## src/rtl/twi_ee_pkg.sv

```systemverilog
package twi_ee_pkg;
  typedef enum logic [2:0] {
    ST_IDLE,
    ST_DEV,
    ST_ADDR,
    ST_WDAT,
    ST_HOLD,
    ST_RDAT
  } twi_st_e;
endpackage

```

## src/rtl/twi_line_sync.sv

```systemverilog
module twi_line_sync #(
  parameter int STAGES = 2
) (
  input  logic clk,
  input  logic rst_n,
  input  logic line_i,
  output logic level_o,
  output logic prev_o
);
  logic [STAGES-1:0] chain_q;
  logic              prev_q;

  generate
    for (genvar g = 0; g < STAGES; g++) begin : g_stage
      if (g == 0) begin : g_first
        always_ff @(posedge clk or negedge rst_n) begin
          if (!rst_n) chain_q[g] <= 1'b1;
          else        chain_q[g] <= line_i;
        end
      end else begin : g_next
        always_ff @(posedge clk or negedge rst_n) begin
          if (!rst_n) chain_q[g] <= 1'b1;
          else        chain_q[g] <= chain_q[g-1];
        end
      end
    end
  endgenerate

  always_ff @(posedge clk or negedge rst_n) begin
    if (!rst_n) prev_q <= 1'b1;
    else        prev_q <= chain_q[STAGES-1];
  end

  assign level_o = chain_q[STAGES-1];
  assign prev_o  = prev_q;
endmodule

```

## src/rtl/twi_mem_array.sv

```systemverilog
module twi_mem_array #(
  parameter int DEPTH = 16,
  parameter int AW    = $clog2(DEPTH)
) (
  input  logic          clk,
  input  logic          rst_n,
  input  logic          we,
  input  logic [AW-1:0] addr,
  input  logic [7:0]    wdata,
  output logic [7:0]    rdata
);
  logic [7:0] words_q [DEPTH];

  generate
    for (genvar g = 0; g < DEPTH; g++) begin : g_word
      logic hit;
      assign hit = we && (addr == AW'(g));
      always_ff @(posedge clk or negedge rst_n) begin
        if (!rst_n)   words_q[g] <= 8'h00;
        else if (hit) words_q[g] <= wdata;
      end
    end
  endgenerate

  assign rdata = words_q[addr];
endmodule

```

## src/rtl/twi_busy_timer.sv

```systemverilog
module twi_busy_timer #(
  parameter int CYCLES = 400
) (
  input  logic clk,
  input  logic rst_n,
  input  logic start,
  output logic busy
);
  localparam int CW = $clog2(CYCLES + 1);
  logic [CW-1:0] cnt_q, cnt_d;

  always_comb begin
    cnt_d = cnt_q;
    if (start)              cnt_d = CW'(CYCLES);
    else if (cnt_q != '0)   cnt_d = cnt_q - 1'b1;
  end

  always_ff @(posedge clk or negedge rst_n) begin
    if (!rst_n) cnt_q <= '0;
    else        cnt_q <= cnt_d;
  end

  assign busy = (cnt_q != '0);
endmodule

```

## src/rtl/twi_eeprom_slave.sv

```systemverilog
module twi_eeprom_slave
  import twi_ee_pkg::*;
#(
  parameter int         DEPTH     = 16,
  parameter int         WR_CYCLES = 400,
  parameter logic [6:0] DEV_ID    = 7'h50,
  parameter int         SYNC      = 2
) (
  input  logic clk,
  input  logic rst_n,
  input  logic scl_i,
  input  logic sda_i,
  output logic sda_oe
);
  localparam int            AW   = $clog2(DEPTH);
  localparam logic [AW-1:0] LAST = AW'(DEPTH - 1);

  logic scl_s, scl_p, sda_s, sda_p;
  logic scl_rise, scl_fall, start_ev, stop_ev;
  logic busy;
  logic [7:0] rdata;

  twi_st_e     st, st_n;
  logic [3:0]  bitcnt, bitcnt_n;
  logic [7:0]  sh, sh_n, tx, tx_n, stage, stage_n;
  logic [AW-1:0] ptr, ptr_n;
  logic        stage_v, stage_v_n, oe, oe_n, rd_go, rd_go_n, cmt, cmt_n;
  logic [2:0]  tx_idx;

  twi_line_sync #(.STAGES(SYNC)) u_scl (
    .clk(clk), .rst_n(rst_n), .line_i(scl_i), .level_o(scl_s), .prev_o(scl_p)
  );
  twi_line_sync #(.STAGES(SYNC)) u_sda (
    .clk(clk), .rst_n(rst_n), .line_i(sda_i), .level_o(sda_s), .prev_o(sda_p)
  );

  assign scl_rise = scl_s & ~scl_p;
  assign scl_fall = ~scl_s & scl_p;
  assign start_ev = scl_s & scl_p & sda_p & ~sda_s;
  assign stop_ev  = scl_s & scl_p & ~sda_p & sda_s;
  assign tx_idx   = 3'd7 - bitcnt[2:0];

  twi_mem_array #(.DEPTH(DEPTH), .AW(AW)) u_mem (
    .clk(clk), .rst_n(rst_n), .we(cmt), .addr(ptr), .wdata(stage), .rdata(rdata)
  );

  twi_busy_timer #(.CYCLES(WR_CYCLES)) u_busy (
    .clk(clk), .rst_n(rst_n), .start(cmt), .busy(busy)
  );

  always_comb begin
    st_n      = st;
    bitcnt_n  = bitcnt;
    sh_n      = sh;
    tx_n      = tx;
    stage_n   = stage;
    stage_v_n = stage_v;
    ptr_n     = ptr;
    oe_n      = oe;
    rd_go_n   = rd_go;
    cmt_n     = 1'b0;
    if (cmt) ptr_n = (ptr == LAST) ? '0 : ptr + 1'b1;
    if (start_ev) begin
      st_n      = ST_DEV;
      bitcnt_n  = '0;
      oe_n      = 1'b0;
      stage_v_n = 1'b0;
    end else if (stop_ev) begin
      st_n     = ST_IDLE;
      bitcnt_n = '0;
      oe_n     = 1'b0;
      if (stage_v) begin
        cmt_n     = 1'b1;
        stage_v_n = 1'b0;
      end
    end else if (st != ST_IDLE) begin
      if (scl_rise) begin
        if (bitcnt < 4'd8) begin
          sh_n     = {sh[6:0], sda_s};
          bitcnt_n = bitcnt + 4'd1;
        end else if (bitcnt == 4'd8) begin
          bitcnt_n = 4'd9;
          if (st == ST_RDAT) begin
            ptr_n   = (ptr == LAST) ? '0 : ptr + 1'b1;
            rd_go_n = ~sda_s;
          end
        end
      end else if (scl_fall) begin
        if (bitcnt == 4'd8) begin
          case (st)
            ST_DEV: begin
              if (sh[7:1] == DEV_ID && !busy) oe_n = 1'b1;
              else                            st_n = ST_IDLE;
            end
            ST_ADDR: begin
              oe_n  = 1'b1;
              ptr_n = sh[AW-1:0];
            end
            ST_WDAT: begin
              oe_n      = 1'b1;
              stage_n   = sh;
              stage_v_n = 1'b1;
            end
            ST_RDAT: oe_n = 1'b0;
            default: oe_n = 1'b0;
          endcase
        end else if (bitcnt == 4'd9) begin
          bitcnt_n = '0;
          oe_n     = 1'b0;
          case (st)
            ST_DEV: begin
              if (sh[0]) begin
                st_n = ST_RDAT;
                tx_n = rdata;
                oe_n = ~rdata[7];
              end else begin
                st_n = ST_ADDR;
              end
            end
            ST_ADDR: st_n = ST_WDAT;
            ST_WDAT: st_n = ST_HOLD;
            ST_RDAT: begin
              if (rd_go) begin
                tx_n = rdata;
                oe_n = ~rdata[7];
              end else begin
                st_n = ST_IDLE;
              end
            end
            default: st_n = st;
          endcase
        end else if (st == ST_RDAT && bitcnt != 4'd0) begin
          oe_n = ~tx[tx_idx];
        end
      end
    end
  end

  always_ff @(posedge clk or negedge rst_n) begin
    if (!rst_n) begin
      st      <= ST_IDLE;
      bitcnt  <= '0;
      sh      <= '0;
      tx      <= '0;
      stage   <= '0;
      stage_v <= 1'b0;
      ptr     <= '0;
      oe      <= 1'b0;
      rd_go   <= 1'b0;
      cmt     <= 1'b0;
    end else begin
      st      <= st_n;
      bitcnt  <= bitcnt_n;
      sh      <= sh_n;
      tx      <= tx_n;
      stage   <= stage_n;
      stage_v <= stage_v_n;
      ptr     <= ptr_n;
      oe      <= oe_n;
      rd_go   <= rd_go_n;
      cmt     <= cmt_n;
    end
  end

  assign sda_oe = oe;
endmodule

```

## config.mk

```make
export PLATFORM = sky130hd
export DESIGN_NAME = twi_eeprom_slave
export DESIGN_NICKNAME = d
export VERILOG_FILES = /design/src/rtl/twi_ee_pkg.sv /design/src/rtl/twi_line_sync.sv /design/src/rtl/twi_mem_array.sv /design/src/rtl/twi_busy_timer.sv /design/src/rtl/twi_eeprom_slave.sv
export SDC_FILE = /design/constraint.sdc
export NUM_CORES = 1
export LEC_CHECK = 0
export ABC_AREA = 1
export BUFFER_PORTS_ARGS = -buffer_cell sky130_fd_sc_hd__clkbuf_2
export CORE_UTILIZATION = 45
export CTS_BUF_LIST = sky130_fd_sc_hd__clkbuf_16
export DETAILED_ROUTE_END_ITERATION = 8
export GPL_ROUTABILITY_DRIVEN = 0
export HOLD_SLACK_MARGIN = 0.06
export SLEW_MARGIN = 20
export SYNTH_ARGS = -nofsm -noshare
export SYNTH_HDL_FRONTEND = slang
export SYNTH_SLANG_ARGS = --single-unit
```

## constraint.sdc

```tcl
create_clock -name clk -period 6 [get_ports clk]
set_clock_uncertainty 0.2 [all_clocks]
set_input_delay 1.2 -clock clk [delete_from_list [all_inputs] [get_ports clk]]
set_output_delay 1.2 -clock clk [all_outputs]
set_load 0.005 [all_outputs]
```

Word level (Yosys, flattened, before mapping):

Index checks and enable logic that the tools add are counted.

* bits in registers: 182
* word-level logic and storage cells: 199
* memories kept: 0
* memory bits (writable): 0
* bits in latches: 0
* memory bits (read-only): 0

* equal/unequal tests: 31
* shifts and indexed selects: 0
* $mul: 0
* add/subtract/negate cells: 4
* divide/modulo/power cells: 0
* bitwise operators: 19
* magnitude comparators: 3
* muxes and demuxes: 66
* reduce and logical (&&, ||, !) cells: 43

Operators with widths (number)
* $mux 4: 21
* $eq 4x4->1 const B: 10
* $mux 3: 11
* $bmux 8 s4: 1
* $mux 8: 4
* $mux 1: 22
* $reduce_and 5->1: 4
* $logic_and 1x1->1: 18
* $mux 9: 2
* $eq 4x3->1 const B: 4
* $pmux 8 s2: 1
* $reduce_bool 4->1: 4
* $reduce_bool 3->1: 5
* $reduce_and 7->1: 2
* $pmux 3 s4: 1
* $not 1->1: 11
* $ne 5x5->1 const B: 2
* $reduce_and 10->1: 1
* $reduce_bool 9->1: 1
* $sub 9x1->9 const B: 1
* $add 4x1->4 const B: 2
* $eq 4x2->1 const B: 2
* $ne 4x4->1 const B: 2
* $reduce_and 8->1: 1
* 23 further kinds: 33

Logic depth before layout (Yosys ltp):

Gate-level depths: netlist of the first run.

* word-level depth: 14
* depth in mapped cells: 13

Modules after synthesis:

A second synthesis of the first run with hierarchy kept.

* cells, all modules: 1244
* area total of the unflattened synthesis: 9193.8 sq um

Modules (own cells, without submodules)
* twi_mem_array: times used 1, cells an instance 830, sequential area each 3203.1 sq um, area an instance 6044.5 sq um
* twi_eeprom_slave: times used 1, cells an instance 333, sequential area each 975.9 sq um, area an instance 2449.8 sq um
* twi_busy_timer: times used 1, cells an instance 75, sequential area each 225.2 sq um, area an instance 541.8 sq um
* twi_line_sync: times used 2, cells an instance 3, sequential area each 78.8 sq um, area an instance 78.8 sq um

Least setup slack after synthesis of the first run:

No wires, ideal clock.

* path type: register to register
* start: register ptr[1]
* end: register u_mem.words_q[16] (netlist name)
* required time: 5669 ps
* stages on the path, launching flop included: 9
* clock period less this slack: 2121 ps
* setup time: 131 ps
* data arrival time: 1791 ps
* slack: 3879 ps
* buffers on the path: 3
* path through: dfrtp_1 clkbuf_1 inv_1 clkbuf_1 ha_1 nand2_1 nor2_1 clkbuf_1 o21ai_0

* longest elaborated chain between the ends: 2

RTL lines
* start: declaration: line twi_eeprom_slave.sv:26 `logic [AW-1:0] ptr, ptr_n;`
* start signal: assignment: line twi_eeprom_slave.sv:158 `ptr <= ptr_n;`
* $eq 4x4->1: line twi_mem_array.sv:17 `assign hit = we && (addr == AW'(g));`
* $logic_and 1x1->1: line twi_mem_array.sv:17
* end signal: indexed assignment: line twi_mem_array.sv:20 `else if (hit) words_q[g] <= wdata;`
* end: declaration: line twi_mem_array.sv:12 `logic [7:0] words_q [DEPTH];`

Every way passes these cells.
A chain may end at the register's enable or synchronous reset.

Worst setup path in the final report of the first run:

* start: register ptr[0]
* end: register u_mem.words_q[9] (netlist name)

The elaborated chain is that of the path after synthesis.

==> impl_metrics.env, run 1 <==
export IMPL_hold_buffers=0
export IMPL_drc_errors=0
export IMPL_arrival_ps=2930
export IMPL_area_delta_synth_final_pct=8.086
export IMPL_finalSetupViolations=0
export IMPL_die_w_um=142.0
export IMPL_cts_resized=0
export IMPL_cts_tree="done"
export IMPL_clkTransAtPathRegs_ps=70
export IMPL_cp_start_kind="register"
export IMPL_timing_setup_tns_ps=0
export IMPL_postSynthCellCount=1119
export IMPL_hold_class="register to register"
export IMPL_syn_area_um2=8820
export IMPL_synth_warnings=0
export IMPL_tightest_slew_ps=976.6
export IMPL_cap_violations=0
export IMPL_finalHoldViolCount=0
export IMPL_cp_required_ps=6060
export IMPL_clock_latency_ps=430
export IMPL_yosysSeqAreaShare_pct=51.72
export IMPL_die_h_um=142.0
export IMPL_htreeDepth=4
export IMPL_power_density_nw_per_um2=317.3
export IMPL_finalNonFillerCells=1362
export IMPL_drtPass1Iterations=5
export IMPL_nets=1108
export IMPL_async_flop_share_pct=100.0
export IMPL_path_max_fanout=36
export IMPL_report_final_slew_viol_count=0
export IMPL_clock_sinks=182
export IMPL_wirelength_mm=21.23
export IMPL_vias=7087
export IMPL_ys_seq_elements=182
export IMPL_synth_distinct_cells=33
export IMPL_coreArea_um2=18960
export IMPL_ios=5
export IMPL_status="complete, no violations"
export IMPL_placed_cells=1330
export IMPL_timing_final_crit_share_pct=47.85
export IMPL_avgSynthCellArea_um2=7.882
export IMPL_drtIter0Drc=546
export IMPL_postCtsSetupRepairBufs=0
export IMPL_cp_end_kind="register"
export IMPL_clockBufferDepth=2
export IMPL_period_needed_ps=2871
export IMPL_syn_nets=1138
export IMPL_p_leak_uw=0.004482
export IMPL_wl_per_cell_um=15.58
export IMPL_utilization_pct=50.29
export IMPL_rows=50
export IMPL_seq_area_um2=4563
export IMPL_whs_ps=154.7
export IMPL_post_place_ws_ps=3184
export IMPL_die_area_um2=20160
export IMPL_start_util_pct=46.53
export IMPL_slew_headroom_pct=34.65
export IMPL_grt_pass1_vias=6671
export IMPL_fillers=1833
export IMPL_drive_above_1_share_pct=6.534
export IMPL_multi_input_area_um2=3646
export IMPL_portBuffers=4
export IMPL_final_antenna_net_count=0
export IMPL_grt_start_max_net_pins=118
export IMPL_rsz0062_at_grt="false"
export IMPL_synth_edf_count=0
export IMPL_peakVddDrop_v=0.0002456
export IMPL_dp_hpwl_mm=13.58
export IMPL_antenna_cells=0
export IMPL_grt_overflow_total=0
export IMPL_grt_pass1_wl_mm=35.66
export IMPL_synthFlopType="dfrtp_1"
export IMPL_viasPerCell=5.203
export IMPL_root_buffer="clkbuf_16"
export IMPL_setup_slack_ps=3129
export IMPL_antenna_found_initial=1
export IMPL_crit_type="register to register"
export IMPL_max_freq_mhz=348.3
export IMPL_grt_use_total_pct=22.85
export IMPL_cts_buffers=17
worst max-delay path: stages, from the launching register on:
cell and delay, ps:
dfrtp_2 410, inv_2 430, buf_4 460, ha_1 210
nand2_1 70, nor2_1 700, o21ai_0 210
cells by family (layout without fill, tap and decap cells):
family,count (synthesis),after routing,synth area share (%)
xor gates and xnor gates,2,2,0.1986
adders and majority gates,15,15,2.128
and+or+nand+nor,481,481,21.97
AOI/OAI and AO/OA,286,286,16.80
DFF,182,182,51.72
muxes,2,2,0.2412
buffers and inverters,151,134,6.937
area by class of cell:
cell class / count / area share (%)
sequential: 182 / 47.87
multi-input combinational: 786 / 38.25
clock buffer: 17 / 4.463
inverter: 93 / 3.675
tap: 260 / 3.413
clock inverter: 15 / 1.641
timing repair buffer: 9 / 0.6956
layer usage:
metal,share of wire [%],track usage (%),vias to the layer above
met1,50,33.30,3363
met3,3.9,4.542,18
met2,45,35.27,133
met5,0,0,-
met4,1.0,4.754,0
li1,-,-,3573
state kept, by name (all words and copies together), names as in the netlist, 3 cells and up:
signal and cells:
u_mem.words_q 128, u_busy.cnt_q 9, sh 8, stage 8
tx 8, bitcnt 4, ptr 4, st 3
layout by cell type (no fill, tap or decap), drive strengths merged:
master    instances
a21oi            48
nand2           306
clkinv            6
nor3b             2
nand3            42
o211ai            1
o22ai            21
xor2              2
nor3              5
inv              96
nor2            119
o21a              2
clkinvlp          4
nand4             5
bufinv            2
or2               2
mux2i             1
a211oi            2
buf               5
o21ai           212
clkbuf           21
dfrtp           176
dfstp             6
ha               15
mux2              1
through the flow:
step / total power, uW / area [um2]
global placement: 1931 / 8951
finish: 3024 / 9533
global route: 3193 / 9533
detailed placement: 1930 / 8951
floorplan: 1746 / 8820
CTS: 3053 / 9533
synth_stat cells, types with 3 or more instances:
cell type	n	area share [%]
nand4_1	5	0.35
a21oi_2	3	0.30
buf_2	14	0.79
nand3_2	3	0.34
nand3_1	39	2.2
inv_2	5	0.21
nor3_1	5	0.28
buf_4	3	0.26
a21oi_1	45	2.6
ha_1	15	2.1
clkbuf_1	39	1.7
nor2_1	115	4.9
o21ai_0	202	11
nand2_1	303	13
inv_1	87	3.7
dfstp_2	6	1.8
o21ai_1	10	0.57
dfrtp_1	176	50
nor2_2	3	0.21
o22ai_1	21	1.5
nand2_2	3	0.21
where the power goes:
part	leakage (uW)	internal, uW	total, uW	switching (uW)
Clock	0.000277	616	1120	499
Combinational	0.00169	186	639	453
Sequential	0.00251	1250	1270	23.3
Total	0.00448	2050	3020	975
worst paths after layout:
check / startpoint / to / slack [ps] / depth (start not counted)
max: ptr[0] / u_mem.words_q[9] / 3130 / 6
min: u_scl.chain_q[0] / u_scl.level_o / 150 / 0
max reg2reg: ptr[0] / u_mem.words_q[9] / 3130 / 6
min reg2reg: u_scl.chain_q[0] / u_scl.level_o / 150 / 0
max in group asynchronous: rst_n / u_scl.chain_q[0] / 3740 / 2
min in group asynchronous: rst_n / u_mem.words_q[111] / 690 / 1
(Power assumes the default switching activity.)
==> run 2, diff against run 1 <==
ABC_AREA = 0   (was 1)
clock period = 2.8 ns   (was 6 ns; I/O delays follow)
==> run 2 against run 1 <==
Net effect: sequential share of layout area shrank 2.3 points; global-route usage shrank 1.3 points; sequential power grew 140%; die area grew 1.8%; final area grew 5.1%; combinational power grew 37%; first-iteration DRC count shrank 45%; setup slack lost 2900 ps; critical endpoint is now st[0]; largest cell class unchanged; largest power group unchanged.
==> impl_metrics.env, run 2 <==
export IMPL_die_area_um2=20530
export IMPL_hold_class="register to register"
export IMPL_synthFlopType="dfrtp_1"
export IMPL_postSynthCellCount=641
export IMPL_finalNonFillerCells=932
export IMPL_root_buffer="clkbuf_16"
export IMPL_syn_nets=660
export IMPL_path_max_fanout=10
export IMPL_grt_pass1_wl_mm=32.37
export IMPL_crit_family="simple AND/OR/NAND/NOR gates"
export IMPL_crit_buf_inv=1
export IMPL_finalHoldViolCount=0
export IMPL_top_register="u_mem.words_q"
export IMPL_synth_warnings=0
export IMPL_cp_end_kind="register"
export IMPL_ios=5
export IMPL_dp_hpwl_mm=13.81
export IMPL_synth_distinct_cells=68
export IMPL_cap_violations=0
export IMPL_die_h_um=143.3
export IMPL_max_freq_mhz=390.8
export IMPL_finalSetupViolations=0
export IMPL_slowest_stage="dfstp_2"
export IMPL_grt_use_total_pct=21.50
export IMPL_rows=51
export IMPL_area_delta_synth_final_pct=11.50
export IMPL_clock_latency_ps=440
export IMPL_final_antenna_net_count=0
export IMPL_tightest_slew_ps=654.6
export IMPL_arrival_ps=2660
export IMPL_largest_register_ffs=128
export IMPL_grt_overflow_total=0
export IMPL_cts_buffers=17
export IMPL_drtIter0Drc=302
export IMPL_yosysTopAreaCell="dfrtp_1"
export IMPL_grt_start_max_net_pins=61
export IMPL_placed_cells=899
export IMPL_portBuffers=4
export IMPL_viasPerCell=5.806
export IMPL_htreeDepth=4
export IMPL_timing_setup_tns_ps=0
export IMPL_clock_sinks=182
export IMPL_nets=675
export IMPL_avgSynthCellArea_um2=14.02
export IMPL_cp_start_kind="register"
export IMPL_wirelength_mm=20.13
export IMPL_top_regs="u_mem.words_q: 128 flops, u_busy.cnt_q: 9 flops"
export IMPL_timing_final_crit_share_pct=91.38
export IMPL_fillers=1692
export IMPL_start_util_pct=46.01
export IMPL_status="complete, no violations"
export IMPL_wl_per_cell_um=21.59
export IMPL_mostFrequentLayoutCells="dfrtp_1, mux2_2, mux4_1"
export IMPL_async_flop_share_pct=100.0
export IMPL_period_needed_ps=2559
export IMPL_clkTransAtPathRegs_ps=60
export IMPL_crit_type="register to register"
export IMPL_vias=5411
export IMPL_ys_top_cells_by_area="dfrtp_1, mux2_2, mux4_1, mux4_2, ha_1"
export IMPL_synth_top_area_share_pct=49.02
export IMPL_drtPass1Iterations=5
export IMPL_ys_seq_elements=182
export IMPL_die_w_um=143.3
export IMPL_peakVddDrop_v=0.0004480
export IMPL_synth_edf_count=0
export IMPL_cp_required_ps=2910
export IMPL_final_common_cell="dfrtp_1"
export IMPL_yosysSeqAreaShare_pct=50.77
export IMPL_syn_area_um2=8985
export IMPL_clockBufferDepth=2
export IMPL_synthTopCellsByCount="dfrtp_1, mux2_2, mux4_1"
export IMPL_cts_tree="done"
export IMPL_report_final_slew_viol_count=0
export IMPL_antenna_cells=0
export IMPL_crit_chain="inv_1 -> ha_1 -> nand2b_1 -> nor2_1 -> o31ai_2 -> or3_4 -> mux2_1"
export IMPL_antenna_found_initial=0
export IMPL_synthMostInstantiatedCell="dfrtp_1"
export IMPL_drive_above_1_share_pct=36.88
export IMPL_rsz0062_at_grt="false"
export IMPL_slew_headroom_pct=56.36
export IMPL_drc_errors=0
export IMPL_grt_pass1_vias=5642
export IMPL_p_leak_uw=0.004799
export IMPL_coreArea_um2=19530
export IMPL_cpPeakStageDelay_ps=560
export IMPL_power_density_nw_per_um2=642.4
-- run 2: cell types whose count changed in the layout (fill, tap and decap cells not counted), moves of 25 or more --
cell | before | now
nand3_1 | 39 | 14
mux2_2 | 1 | 153
nor2_1 | 115 | 24
nand2_1 | 303 | 24
mux4_1 | 0 | 26
inv_1 | 86 | 13
a21oi_1 | 45 | 13
o21ai_0 | 202 | 17
-- run 2: through the flow --
step / worst slack, ps / power (uW) / hold slack, ps / util (%) / cell area (um2)
floorplan: 394.7 / 3684 / 64.41 / - / 8985
global placement: 357.3 / 3914 / 151.0 / 47.96 / 9364
detailed placement: 278.4 / 3941 / 149.9 / 47.96 / 9364
CTS: 279.7 / 6508 / 163.5 / 51.31 / 10020
global route: 125.6 / 6725 / 164.9 / 51.31 / 10020
finish: 241.3 / 6436 / 159.9 / 51.31 / 10020
-- run 2: repair_timing --
item | CTS | global route
hold endpoints to repair | 50 | 0
setup buffers | 0 | 0
hold buffers | 3 | 0
gates resized for setup | 0 | 0
endpoints found under the setup margin | 0 | 0
-- run 2: cell type report --
| type | count | area (um2) | share of cell area [%] |
|---|---|---|---|
| multi-input cells | 408 | 4167 | 41.59 |
| flip-flops and latches | 182 | 4563 | 45.55 |
| well taps | 265 | 331.6 | 3.310 |
| repair buffers | 34 | 284.0 | 2.835 |
| clock buffers | 17 | 425.4 | 4.246 |
| clock inverters | 13 | 198.9 | 1.986 |
| inverters | 13 | 48.80 | 0.4871 |
-- run 2: cells by family (layout without fill, tap and decap cells) --
kind of cell               after synthesis  after routing  synth area share, %
muxes                                  198            198                31.00
DFF                                    182            182                50.77
and+or+nand+nor                        124            124                7.840
AOI/OAI and AO/OA                       66             66                4.958
buffers and inverters                   51             77                2.855
adders and majority gates               15             15                2.089
xor gates and xnor gates                 5              5               0.4875
-- run 2: path summary, 6_finish.rpt --
| check | startpoint | end | slack (ps) | depth (start not counted) |
|---|---|---|---|---|
| min reg2reg | u_sda.chain_q[0] | u_sda.level_o | 160 | 0 |
| min in group asynchronous | rst_n | u_mem.words_q[35] | 460 | 2 |
| max reg2reg | u_scl.prev_o | st[0] | 240 | 7 |
| max in group asynchronous | rst_n | u_scl.chain_q[0] | 1150 | 3 |
| min | u_sda.chain_q[0] | u_sda.level_o | 160 | 0 |
| max | u_scl.prev_o | st[0] | 240 | 7 |
-- run 2: where the power goes --
group / internal [uW] / switching [uW] / total [uW]
registers: 2780 / 226 / 3010
clock network: 1500 / 1050 / 2550
logic: 409 / 466 / 875
-- run 2: metal layers --
layer | vias to the layer above | track usage, % | wire length (um)
li1 | 2451 | - | -
met1 | 2851 | 28.67 | 9176
met2 | 85 | 35.30 | 10000
met3 | 24 | 4.399 | 573
met4 | 0 | 6.887 | 374
met5 | - | 0 | 0
-- run 2: worst register-to-register path, delay by kind of cell, from the launching register on --
kind / cells / cell delay, ps
DFF: 1 / 560
adders and majority gates: 1 / 290
and+or+nand+nor: 3 / 860
muxes: 1 / 330
AOI/OAI and AO/OA: 1 / 130
buffers and inverters: 1 / 70
